### src/rtl/ts_rb_pkg.sv
package ts_rb_pkg;
  localparam int SEC_W  = 40;
  localparam int CYC_W  = 28;
  localparam int FRAC_W = 12;
  localparam int SRC_W  = 3;
  localparam int SEQ_W  = 16;
  localparam int NSRC   = 1 << SRC_W;
  localparam int TAG_W  = SEQ_W + FRAC_W + 1 + SRC_W;

  typedef struct packed {
    logic [SEC_W-1:0]  sec;
    logic [CYC_W-1:0]  cyc;
    logic [FRAC_W-1:0] frac;
    logic [SRC_W-1:0]  src;
    logic [SEQ_W-1:0]  seq;
  } ts_entry_t;

  function automatic logic [TAG_W-1:0] pack_tag(ts_entry_t e);
    return {e.seq, e.frac, 1'b0, e.src};
  endfunction
endpackage

### src/rtl/ts_rb_seq.sv
module ts_rb_seq #(
  parameter int W = 16
) (
  input  logic         clk,
  input  logic         rst_n,
  input  logic         clr,
  input  logic         inc,
  output logic [W-1:0] seq_o
);
  logic [W-1:0] cnt;

  // value handed to an entry accepted in this cycle
  assign seq_o = clr ? '0 : cnt;

  always_ff @(posedge clk or negedge rst_n) begin
    if (!rst_n)   cnt <= '0;
    else if (inc) cnt <= seq_o + 1'b1;
    else if (clr) cnt <= '0;
  end

  a_r8_seq_step: assert property (@(posedge clk) disable iff (!rst_n)
    (inc && !clr) |=> cnt == $past(cnt) + 1'b1);
  a_r9_seq_clear: assert property (@(posedge clk) disable iff (!rst_n)
    (clr && !inc) |=> cnt == '0);
endmodule

### src/rtl/ts_rb_store.sv
module ts_rb_store #(
  parameter int DEPTH = 8
) (
  input  logic                 clk,
  input  logic                 rst_n,
  input  logic                 purge,
  input  logic                 push,
  input  ts_rb_pkg::ts_entry_t wr_data,
  input  logic                 adv,
  output logic                 empty,
  output ts_rb_pkg::ts_entry_t rd_q
);
  localparam int PTR_W = (DEPTH > 1) ? $clog2(DEPTH) : 1;
  localparam int CNT_W = $clog2(DEPTH + 1);
  localparam logic [CNT_W-1:0] FULL_CNT = CNT_W'(DEPTH);
  localparam logic [PTR_W-1:0] LAST_PTR = PTR_W'(DEPTH - 1);

  ts_rb_pkg::ts_entry_t mem [DEPTH];
  logic [PTR_W-1:0] wr_ptr, rd_ptr;
  logic [CNT_W-1:0] count;
  logic full, pop, rd_step;

  function automatic logic [PTR_W-1:0] nxt(logic [PTR_W-1:0] p);
    return (p == LAST_PTR) ? '0 : p + 1'b1;
  endfunction

  assign empty   = (count == '0);
  assign full    = (count == FULL_CNT);
  assign pop     = adv && !empty && !purge;
  // overwrite on full drags the read pointer along
  assign rd_step = pop || (push && full);

  always_ff @(posedge clk) begin
    if (push) mem[wr_ptr] <= wr_data;
  end

  always_ff @(posedge clk or negedge rst_n) begin
    if (!rst_n) begin
      wr_ptr <= '0;
      rd_ptr <= '0;
      count  <= '0;
      rd_q   <= '0;
    end else if (purge) begin
      wr_ptr <= '0;
      rd_ptr <= '0;
      count  <= '0;
    end else begin
      if (push)    wr_ptr <= nxt(wr_ptr);
      if (rd_step) rd_ptr <= nxt(rd_ptr);
      if (pop)     rd_q   <= mem[rd_ptr];
      if (push && !pop && !full) count <= count + 1'b1;
      else if (pop && !push)     count <= count - 1'b1;
    end
  end

  a_r10_count_bound: assert property (@(posedge clk) disable iff (!rst_n)
    count <= FULL_CNT);
  a_r11_purge_empties: assert property (@(posedge clk) disable iff (!rst_n)
    purge |=> empty);
  a_r10_overwrite_stays_full: assert property (@(posedge clk) disable iff (!rst_n)
    (push && full && !purge) |=> full);
  a_r4_pop_drops_count: assert property (@(posedge clk) disable iff (!rst_n)
    (pop && !push) |=> count == $past(count) - 1'b1);
endmodule

### src/rtl/ts_ring_buffer.sv
module ts_ring_buffer #(
  parameter int DEPTH = 8
) (
  input  logic        clk,
  input  logic        rst_n,
  input  logic        ts_valid,
  output logic        ts_ready,
  input  logic [2:0]  ts_src,
  input  logic [39:0] ts_sec,
  input  logic [27:0] ts_cycles,
  input  logic [11:0] ts_frac,
  input  logic        cfg_enable,
  input  logic [7:0]  cfg_chan_mask,
  input  logic        cmd_purge,
  input  logic        cmd_seq_rst,
  input  logic        cmd_advance,
  output logic        empty,
  output logic [7:0]  rd_sec_hi,
  output logic [31:0] rd_sec_lo,
  output logic [27:0] rd_cycles,
  output logic [31:0] rd_tag
);
  import ts_rb_pkg::*;

  logic [NSRC-1:0] src_hit;
  logic accept;
  logic [SEQ_W-1:0] seq_now;
  ts_entry_t in_e, out_e;

  generate
    for (genvar i = 0; i < NSRC; i++) begin : g_src
      assign src_hit[i] = cfg_chan_mask[i] && (ts_src == SRC_W'(i));
    end
  endgenerate

  assign ts_ready = 1'b1;
  assign accept   = ts_valid && cfg_enable && (|src_hit) && !cmd_purge;

  ts_rb_seq #(.W(SEQ_W)) u_seq (
    .clk(clk), .rst_n(rst_n), .clr(cmd_seq_rst), .inc(accept), .seq_o(seq_now)
  );

  always_comb begin
    in_e.sec  = ts_sec;
    in_e.cyc  = ts_cycles;
    in_e.frac = ts_frac;
    in_e.src  = ts_src;
    in_e.seq  = seq_now;
  end

  ts_rb_store #(.DEPTH(DEPTH)) u_store (
    .clk(clk), .rst_n(rst_n), .purge(cmd_purge), .push(accept),
    .wr_data(in_e), .adv(cmd_advance), .empty(empty), .rd_q(out_e)
  );

  assign rd_sec_hi = out_e.sec[SEC_W-1:32];
  assign rd_sec_lo = out_e.sec[31:0];
  assign rd_cycles = out_e.cyc;
  assign rd_tag    = pack_tag(out_e);

  a_r5_idle_advance: assert property (@(posedge clk) disable iff (!rst_n)
    (cmd_advance && empty) |=> $stable(rd_tag) && $stable(rd_cycles) && $stable(rd_sec_lo));
  a_r2_masked_ignored: assert property (@(posedge clk) disable iff (!rst_n)
    (!cfg_chan_mask[ts_src] && !cmd_advance && !cmd_purge) |=> $stable(empty));
  a_r11_readout_kept: assert property (@(posedge clk) disable iff (!rst_n)
    cmd_purge |=> $stable(rd_tag) && $stable(rd_cycles));
endmodule

### config.mk
export PLATFORM = sky130hd
export DESIGN_NAME = ts_ring_buffer
export DESIGN_NICKNAME = d
export VERILOG_FILES = /design/src/rtl/ts_rb_pkg.sv /design/src/rtl/ts_rb_seq.sv /design/src/rtl/ts_rb_store.sv /design/src/rtl/ts_ring_buffer.sv
export SDC_FILE = /design/constraint.sdc
export NUM_CORES = 1
export LEC_CHECK = 0
export CAP_MARGIN = 20
export CORE_ASPECT_RATIO = 0.8
export CORE_UTILIZATION = 40
export DETAILED_ROUTE_END_ITERATION = 16
export SYNTH_ARGS = -nofsm -noshare
export SYNTH_HDL_FRONTEND = slang
export SYNTH_SLANG_ARGS = --single-unit
### constraint.sdc
create_clock -name clk -period 13.19 [get_ports clk]
set_input_delay 1.9785 -clock clk [delete_from_list [all_inputs] [get_ports clk]]
set_output_delay 1.9785 -clock clk [all_outputs]
set_load 0.05 [all_outputs]
**Word-level counts from Yosys, hierarchy flattened**

Memory sizes are Yosys's and may differ from the RTL's. A register that Yosys moved wholly into a read port is not among the register bits.
Cells that the tools add are included.

- Register bits after elaboration: 26
- Latch bits: 0
- Bits in writable memories: 792
- Bits in read-only memories: 0
- Input bits: 98
- Output and inout bits: 102
- Word-level logic and storage cells: 65
- Memories: 1

Memories:

| name | words | width | rd ports | clocked after memory_dff | write ports | RTL line | text |
|---|---|---|---|---|---|---|---|
| u_store.mem | 8 | 99 | 1 | 1 | 1 | ts_rb_store.sv:18 | `ts_rb_pkg::ts_entry_t mem [DEPTH];` |

- Add/sub/neg operators: 5
- Multiply operators: 0
- Div/mod/pow operators: 0
- $lt $le $gt $ge: 0
- Equal/unequal tests: 10
- Shift operators: 0
- Multiplexer cells: 13
- Bitwise logic cells: 1
- Reductions and logical operators: 31

Operators with widths:

| operator | count |
|---|---|
| two-way mux 16 bit | 2 |
| == test 3 bit, second input constant | 6 |
| two-way mux 3 bit | 6 |
| logical AND 1 bit | 17 |
| adder 16 x 1 -> 16 bit, second input constant | 1 |
| two-way mux 4 bit | 3 |
| OR reduction 8 bit | 1 |
| adder 3 x 1 -> 3 bit, second input constant | 2 |
| == test 3 x 2 -> 1 bit, second input constant | 2 |
| zero test 1 bit | 6 |
| adder 4 x 1 -> 4 bit, second input constant | 1 |
| == test 4 bit, second input constant | 1 |
| zero test 4 bit | 1 |
| nonzero test 2 bit | 2 |
| subtractor 4 x 1 -> 4 bit, second input constant | 1 |
| == test 3 x 1 -> 1 bit, second input constant | 1 |
| zero test 3 bit | 1 |
| nonzero test 3 bit | 1 |
| two-way mux 1 bit | 2 |
| AND reduction 2 bit | 1 |
| logical OR 1 bit | 1 |
| NOT 1 bit | 1 |

**Depth between registers and ports, before layout**

Gate-level depths: netlist of run 1.

- Depth in word-level cells: 10
- Depth in mapped cells: 8
- Mapped depth without buffers: 8

**Cells and area by module**

Synthesis of run 1 repeated with hierarchy kept, for this count alone.

- Cell total of the unflattened synthesis: 1633
- Area total of the unflattened synthesis: 34663.2 µm²

By module, submodules not included:

| module | times used | cells an instance | area an instance (µm²) | sequential area each (µm²) |
|---|---|---|---|---|
| ts_rb_store | 1 | 1544 | 33677.3 | 26510.4 |
| ts_rb_seq | 1 | 80 | 892.1 | 400.4 |
| ts_ring_buffer | 1 | 9 | 93.8 | 0.0 |

**Least setup slack after synthesis of run 1**

No wires, ideal clock.

- Path type: input -> register
- From: input port ts_src[0]
- To: memory u_store.mem[0][0] (netlist name) (enable)
- Library setup time: 0.835 ns
- Arrival: 13.113 ns
- Required time: 12.355 ns
- Setup slack: -0.758 ns
- Stages: 4
- Buffers on the path: 0
- Cells stage by stage: mux4_2 and2b_2 nor3_4 nor4b_1

- Longest elaborated chain between the ends: 7
- Elaborated cells between the ends (all ways): 21
- Classes of those cells: eq/ne (7); mux (2); reduce/logical (12)

RTL lines:

| item | RTL line | text |
|---|---|---|
| from (decl) | ts_ring_buffer.sv:8 | `input logic [2:0] ts_src,` |
| == test 3 x 1 -> 1 bit, or another cell as far along | ts_ring_buffer.sv:32 | `assign src_hit[i] = cfg_chan_mask[i] && (ts_src == SRC_W'(i));` |
| logical AND 1 bit | ts_ring_buffer.sv:32 |  |
| OR reduction 8 bit (*) | ts_ring_buffer.sv:37 | `assign accept = ts_valid && cfg_enable && (\|src_hit) && !cmd_purge;` |
| logical AND 1 bit (*) (2 in series) | ts_ring_buffer.sv:37 |  |
| two-way mux 1 bit (*) | ts_rb_store.sv:34 | `if (push) mem[wr_ptr] <= wr_data;` |
| two-way mux 1 bit (implied by the code) (*) | ts_rb_store.sv:34 |  |
| to (decl) | ts_rb_store.sv:18 |  |

Every way passes the cells marked *; elsewhere a longest branch is shown, timed or not.

**Worst setup path after layout of run 1**

- From: input port ts_src[1]
- To: memory u_store.mem[5][88] (netlist name) (enable)

Same word-level chain as after synthesis.

==> results of run 1 <==
[worst register-to-register path, cell delays in order (launching register included)]
cell     delay (ns)
dfrtp_4        0.75
buf_4          0.78
buf_4          0.91
mux4_2         0.64
mux2i_1        0.39
a21oi_1        0.13
[report_power, final]
group | internal, mW | switching, mW
Clock | 1.55 | 1.07
Combinational | 0.804 | 1.17
Sequential | 3.32 | 0.153
[cells by family after synthesis]
kind of cell             Yosys count
flip-flops                       917
adder cells (fa/ha/maj)            8
AND/OR/NAND/NOR                  177
multiplexers                     305
buffers and inverters             85
XOR/XNOR                          16
other                              2
AO/OA/AOI/OAI                    118
[cell usage after synthesis, types with 10 or more instances]
cell type	n
buf_2	25
clkbuf_1	38
xnor2_1	10
mux2i_1	104
buf_1	16
a21oi_1	103
nor2b_1	18
dfrtp_1	125
nand2_1	12
edfxtp_1	792
nor2_1	108
mux4_2	199
[final timing paths]
| kind | startpoint | to | slack, ns | cells past startpoint |
|---|---|---|---|---|
| min in group asynchronous | rst_n | u_store.rd_q[36] | 1.36 | 1 |
| max in group asynchronous | rst_n | u_store.rd_ptr[0] | 10.25 | 2 |
| min | u_store.rd_q[17] | u_store.rd_q[17] | 0.53 | 2 |
| max | ts_src[1] | u_store.mem[5][88] | 7.50 | 8 |
| max reg2reg | u_store.rd_ptr[0] | u_store.rd_q[13] | 9.44 | 5 |
| min reg2reg | u_store.rd_q[17] | u_store.rd_q[17] | 0.53 | 2 |
[state kept, by name, indices dropped and copies added, names as in the netlist]
register,cells
u_store.mem,792
u_seq.cnt,16
u_store.wr_ptr,3
u_store.count,4
u_store.rd_q,99
u_store.rd_ptr,3
[stage by stage]
stage / hold WS, ns / power [mW]
global placement: 0.508 / 5.52
detailed placement: 0.519 / 5.54
global route: 0.546 / 8.40
CTS: 0.532 / 8.17
finish: 0.527 / 8.06
floorplan: 0.537 / 4.90
[layer usage]
metal  global-route usage, %  vias to the layer above
met5                       0                        -
met4                    4.21                        8
met3                    3.60                      121
met2                    26.3                      377
met1                    24.0                     8608
li1                        -                     7114
[layout make-up]
cell class | instances | area share [%]
tap | 1127 | 3.44
clock inverter | 51 | 1.29
sequential | 917 | 65.6
multi-input combinational | 626 | 18.0
clock buffer | 119 | 6.15
timing repair buffer | 229 | 5.44
inverter | 4 | 0.0366
==> results.py, run 1 <==
metrics = {
    "critical_path": {
        "cp_slowest_cell": "buf_4",
        "startpoint_type": "primary input",
        "crit_chain": "clkdlybuf4s50_1 -> mux2i_1 -> a221o_1 -> nor3_4 -> nand2_2 -> nor3b_4 -> buf_4 -> buf_4",
        "critical_path.most_common_cell": "buf_4",
        "cp_max_fo": 53,
        "cp_num_buf_inv": 3,
        "end_kind": "flop",
        "path_delay_family": "buffers and inverters",
        "slowest_delay_ns": 0.80,
        "arrival_ns": 5.94,
        "cp.required_ns": 13.44,
        "setup.worst_path.class": "primary input to flop",
    },
    "die": {
        "rows": 96,
        "die_x_um": 331,
        "die-area_mm2": 0.0877,
        "die_h_um": 265,
        "core_area_mm2": 0.0856,
        "start_util_pct": 40.4,
        "io_pins": 200,
    },
    "global_routing": {
        "grt_max_degree": 89,
        "grt_pass1_wl_um": 109000,
        "antenna_found_initial": 4,
        "grt_pass1_vias": 17141,
        "grt.total_usage_pct": 16.8,
        "overflow": 0,
    },
    "logic_synthesis": {
        "synth_compound_area_share_pct": 1.87,
        "syn_nets": 1734,
        "synth.area.top_cells": "edfxtp_1, mux4_2, dfrtp_1",
        "synth_fa_ha_area_share_pct": 0.311,
        "synth-xor-area-share_pct": 0.405,
        "synth-seq-area-share_pct": 77.8,
        "synth_seq_cells": 917,
        "syn-instance-count": 1628,
        "synth_edf_count": 792,
        "async_flop_share_pct": 13.6,
        "yosysWarningCount": 0,
        "synthesis.area_mm2": 0.0346,
        "synth.avg_cell_area_um2": 21.2,
        "ys.flop_type": "edfxtp_1",
        "synth_largest_area_cell": "edfxtp_1",
        "synth_cell_types": 53,
        "synth_top_family_by_area": "multiplexers",
        "netlist.area_leader.share_pct": 68.8,
        "yosys.area_share.simple_pct": 2.53,
        "synth_mux_area_share_pct": 16.0,
    },
    "final_layout": {
        "multi_input_area_mm2": 0.00739,
        "stdcell_count": 3073,
        "finalNetCount": 1975,
        "layout-drive-gt1-share_pct": 20.3,
        "seqCellArea_mm2": 0.0269,
        "layout_common_cells": "edfxtp_1, mux4_2, clkdlybuf4s50_1, dfrtp_1, nor2_1",
        "utilization_pct": 47.9,
        "fillers": 6968,
        "layout_commonest_cell": "edfxtp_1",
        "syn2layout_area_growth_pct": 18.6,
        "post-route-cell-area_mm2": 0.0410,
        "diodes": 0,
    },
    "drt": {
        "wl_met1_um": 32600,
        "top_layer_used": "met5",
        "vias": 16228,
        "wl_per_cell_um": 23.6,
        "ant_nets": 0,
        "via_per_inst": 5.28,
        "first_pass_iters": 5,
        "wirelength_um": 72400,
        "drcViolationCount": 0,
        "wl_met2_um": 34400,
        "wl_met3_um": 3890,
        "first_iter_violations": 1213,
    },
    "clocking": {
        "cts_hold_buffers": 0,
        "cts_htree_levels": 3,
        "path_clk_slew_ns": 0.06,
        "tritoncts": "done",
        "clock_sinks": 917,
        "postCtsSetupBuffers": 0,
        "root_buffer": "clkbuf_16",
        "clock_latency_ns": 0.64,
        "cts_buffers": 91,
        "cts_resized": 0,
        "clockBufferDepth": 3,
    },
    "sta": {
        "min_period_ns": 5.69,
        "tns_ns": 0,
        "final_hold_viol_count": 0,
        "slew_viol_final": 0,
        "fin_worst_skew_ns": 0.0187,
        "tightest_slew_ns": 1.13,
        "rsz0062_at_grt": "false",
        "relSlewSlack_pct": 24.8,
        "finalSetupViolations": 0,
        "fmax_mhz": 176,
        "finalCritPeriodShare_pct": 43.2,
        "finalWorstSetupSlack_ns": 7.50,
    },
    "placed_design": {
        "hpwl_um": 40000,
        "io_buffer_count": 197,
        "dp.cells": 2902,
        "pre_cts_ws_ns": 6.75,
        "dpl-instance-area_mm2": 0.0379,
        "gp_congestion": 0.694,
    },
    "outcome": {
        "status": "finished, final reports clean",
    },
    "job": {
        "cap_violations": 0,
    },
    "hold_path": {
        "hp-class": "flop to flop",
    },
    "pwr": {
        "ir_worst_vdd_v": 0.0000925,
        "cellLeakagePower_nw": 13.1,
        "pwr_density_cell_mw_per_mm2": 196,
    },
}
Power figures use the tool's default switching activity.
==> inputs of run 2 (changes only) <==
==> constraint.sdc (replaced) <==
create_clock -name clk -period 4.9 [get_ports clk]
set_input_delay 0.735 -clock clk [delete_from_list [all_inputs] [get_ports clk]]
set_output_delay 0.735 -clock clk [all_outputs]
set_load 0.05 [all_outputs]
==> run 2 against run 1 <==
Wire length is 0.98% lower. Worst hold slack got worse by 0.41 ns. Setup slack got worse by 5.9 ns. Die area did not move. Non-clock buffer count rose by 7. Combinational power rose to 2.7 times the previous value. Critical path type unchanged.
==> results.py, run 2 (same netlist as run 1, synthesis figures left out) <==
metrics = {
    "critical_path": {
        "setup.worst_path.class": "primary input to flop",
        "arrival_ns": 3.67,
        "cp_num_buf_inv": 3,
        "cp_slowest_cell": "nor4bb_4",
        "path_delay_family": "buffers and inverters",
        "startpoint_type": "primary input",
        "cp.required_ns": 5.22,
        "end_kind": "flop",
        "slowest_delay_ns": 0.78,
        "crit_chain": "clkdlybuf4s50_1 -> mux2i_1 -> a221o_1 -> nor3_4 -> buf_4 -> nor4bb_4 -> buf_12",
        "cp_max_fo": 32,
    },
    "clocking": {
        "clock_sinks": 917,
        "cts_hold_buffers": 0,
        "cts_resized": 0,
        "postCtsSetupBuffers": 0,
        "cts_buffers": 89,
        "clock_latency_ns": 0.65,
        "root_buffer": "clkbuf_16",
        "clockBufferDepth": 3,
        "tritoncts": "done",
        "path_clk_slew_ns": 0.06,
        "cts_htree_levels": 3,
    },
    "global_routing": {
        "antenna_found_initial": 6,
        "overflow": 0,
        "grt.total_usage_pct": 16.6,
        "grt_max_degree": 118,
        "grt_pass1_wl_um": 108000,
        "grt_pass1_vias": 16919,
    },
    "sta": {
        "relSlewSlack_pct": 38.2,
        "tns_ns": 0,
        "fmax_mhz": 299,
        "finalCritPeriodShare_pct": 68.3,
        "tightest_slew_ns": 0.925,
        "holdWs_ns": 0.115,
        "final_hold_viol_count": 0,
        "slew_viol_final": 0,
        "rsz0062_at_grt": "false",
        "min_period_ns": 3.35,
        "fin_worst_skew_ns": 0.0160,
        "finalSetupViolations": 0,
    },
    "final_layout": {
        "reg_top3": "u_store.mem (792), u_store.rd_q (99), u_seq.cnt (16)",
        "layout_common_cells": "edfxtp_1, mux4_2, clkdlybuf4s50_1, dfrtp_1, nor2_1",
        "fillers": 7009,
        "largest_register": "u_store.mem",
        "layout-drive-gt1-share_pct": 19.7,
        "utilization_pct": 48.0,
        "diodes": 0,
        "largest_register_ffs": 792,
        "syn2layout_area_growth_pct": 18.8,
        "layout_commonest_cell": "edfxtp_1",
        "finalNetCount": 1980,
    },
    "pwr": {
        "cellLeakagePower_nw": 13.1,
        "ir_worst_vdd_v": 0.000353,
        "power.total_mw": 21.3,
        "pwr_density_cell_mw_per_mm2": 519,
    },
    "drt": {
        "vias": 16070,
        "ant_nets": 0,
        "wirelength_um": 71700,
        "drcViolationCount": 0,
        "via_per_inst": 5.23,
        "first_iter_violations": 1264,
        "first_pass_iters": 5,
        "wl_per_cell_um": 23.3,
    },
    "hold_path": {
        "hp-class": "primary input to async pin",
    },
    "die": {
        "die-area_mm2": 0.0877,
        "io_pins": 200,
        "die_x_um": 331,
        "rows": 96,
        "core_area_mm2": 0.0856,
        "die_h_um": 265,
        "start_util_pct": 40.4,
    },
    "placed_design": {
        "gp_congestion": 0.717,
        "hpwl_um": 40500,
        "io_buffer_count": 197,
    },
    "outcome": {
        "status": "finished, final reports clean",
    },
    "job": {
        "cap_violations": 0,
    },
}
run 2: path summary, 6_finish.rpt:
| path | end | startpoint | depth (start not counted) | slack (ns) |
|---|---|---|---|---|
| worst max-delay path | u_store.mem[2][33] | ts_src[1] | 7 | 1.55 |
| worst min-delay path | u_store.rd_q[39] | rst_n | 1 | 0.12 |
| worst max register to register | u_store.rd_q[4] | u_store.rd_ptr[0] | 4 | 2.10 |
| worst min register to register | u_store.rd_q[74] | u_store.rd_q[74] | 2 | 0.53 |
| max in group asynchronous | u_store.rd_ptr[0] | rst_n | 2 | 3.84 |
| min in group clk | u_store.rd_q[74] | u_store.rd_q[74] | 2 | 0.53 |
run 2: area by class of cell:
| class | instances | area (um^2) | area share (%) |
|---|---|---|---|
| Clock buffer | 129 | 2460 | 5.98 |
| Timing Repair Buffer | 236 | 2540 | 6.18 |
| Tap cell | 1127 | 1410 | 3.43 |
| Sequential cell | 917 | 26900 | 65.5 |
| Inverter | 4 | 15.0 | 0.0365 |
| Clock inverter | 35 | 339 | 0.825 |
| Multi-Input combinational cell | 626 | 7420 | 18.0 |
run 2: per-stage QoR:
step                      worst slack, ns  instances  cell area (um^2)
final                                1.55       3074             41100
after global placement              0.876       2909             38300
after floorplan                     -1.29       1628             34700
after CTS                            1.51       3074             41100
after detailed placement            0.817       2910             38300
after global routing                 1.33       3074             41100
run 2: routing by layer:
| layer | GRT usage (%) | vias to the layer above | share of wire, % |
|---|---|---|---|
| li1 | - | 7109 | - |
| met1 | 24.2 | 8506 | 46 |
| met2 | 25.8 | 355 | 47 |
| met3 | 3.36 | 92 | 4.9 |
| met4 | 3.56 | 8 | 1.5 |
| met5 | 0 | - | 0.084 |
run 2: power by group:
part           internal (mW)  leakage [nW]  switching, mW  total [mW]
Sequential              8.93          8.65          0.443        9.37
Combinational           2.21          3.07           3.15        5.36
Clock                   3.77          1.37           2.83        6.60
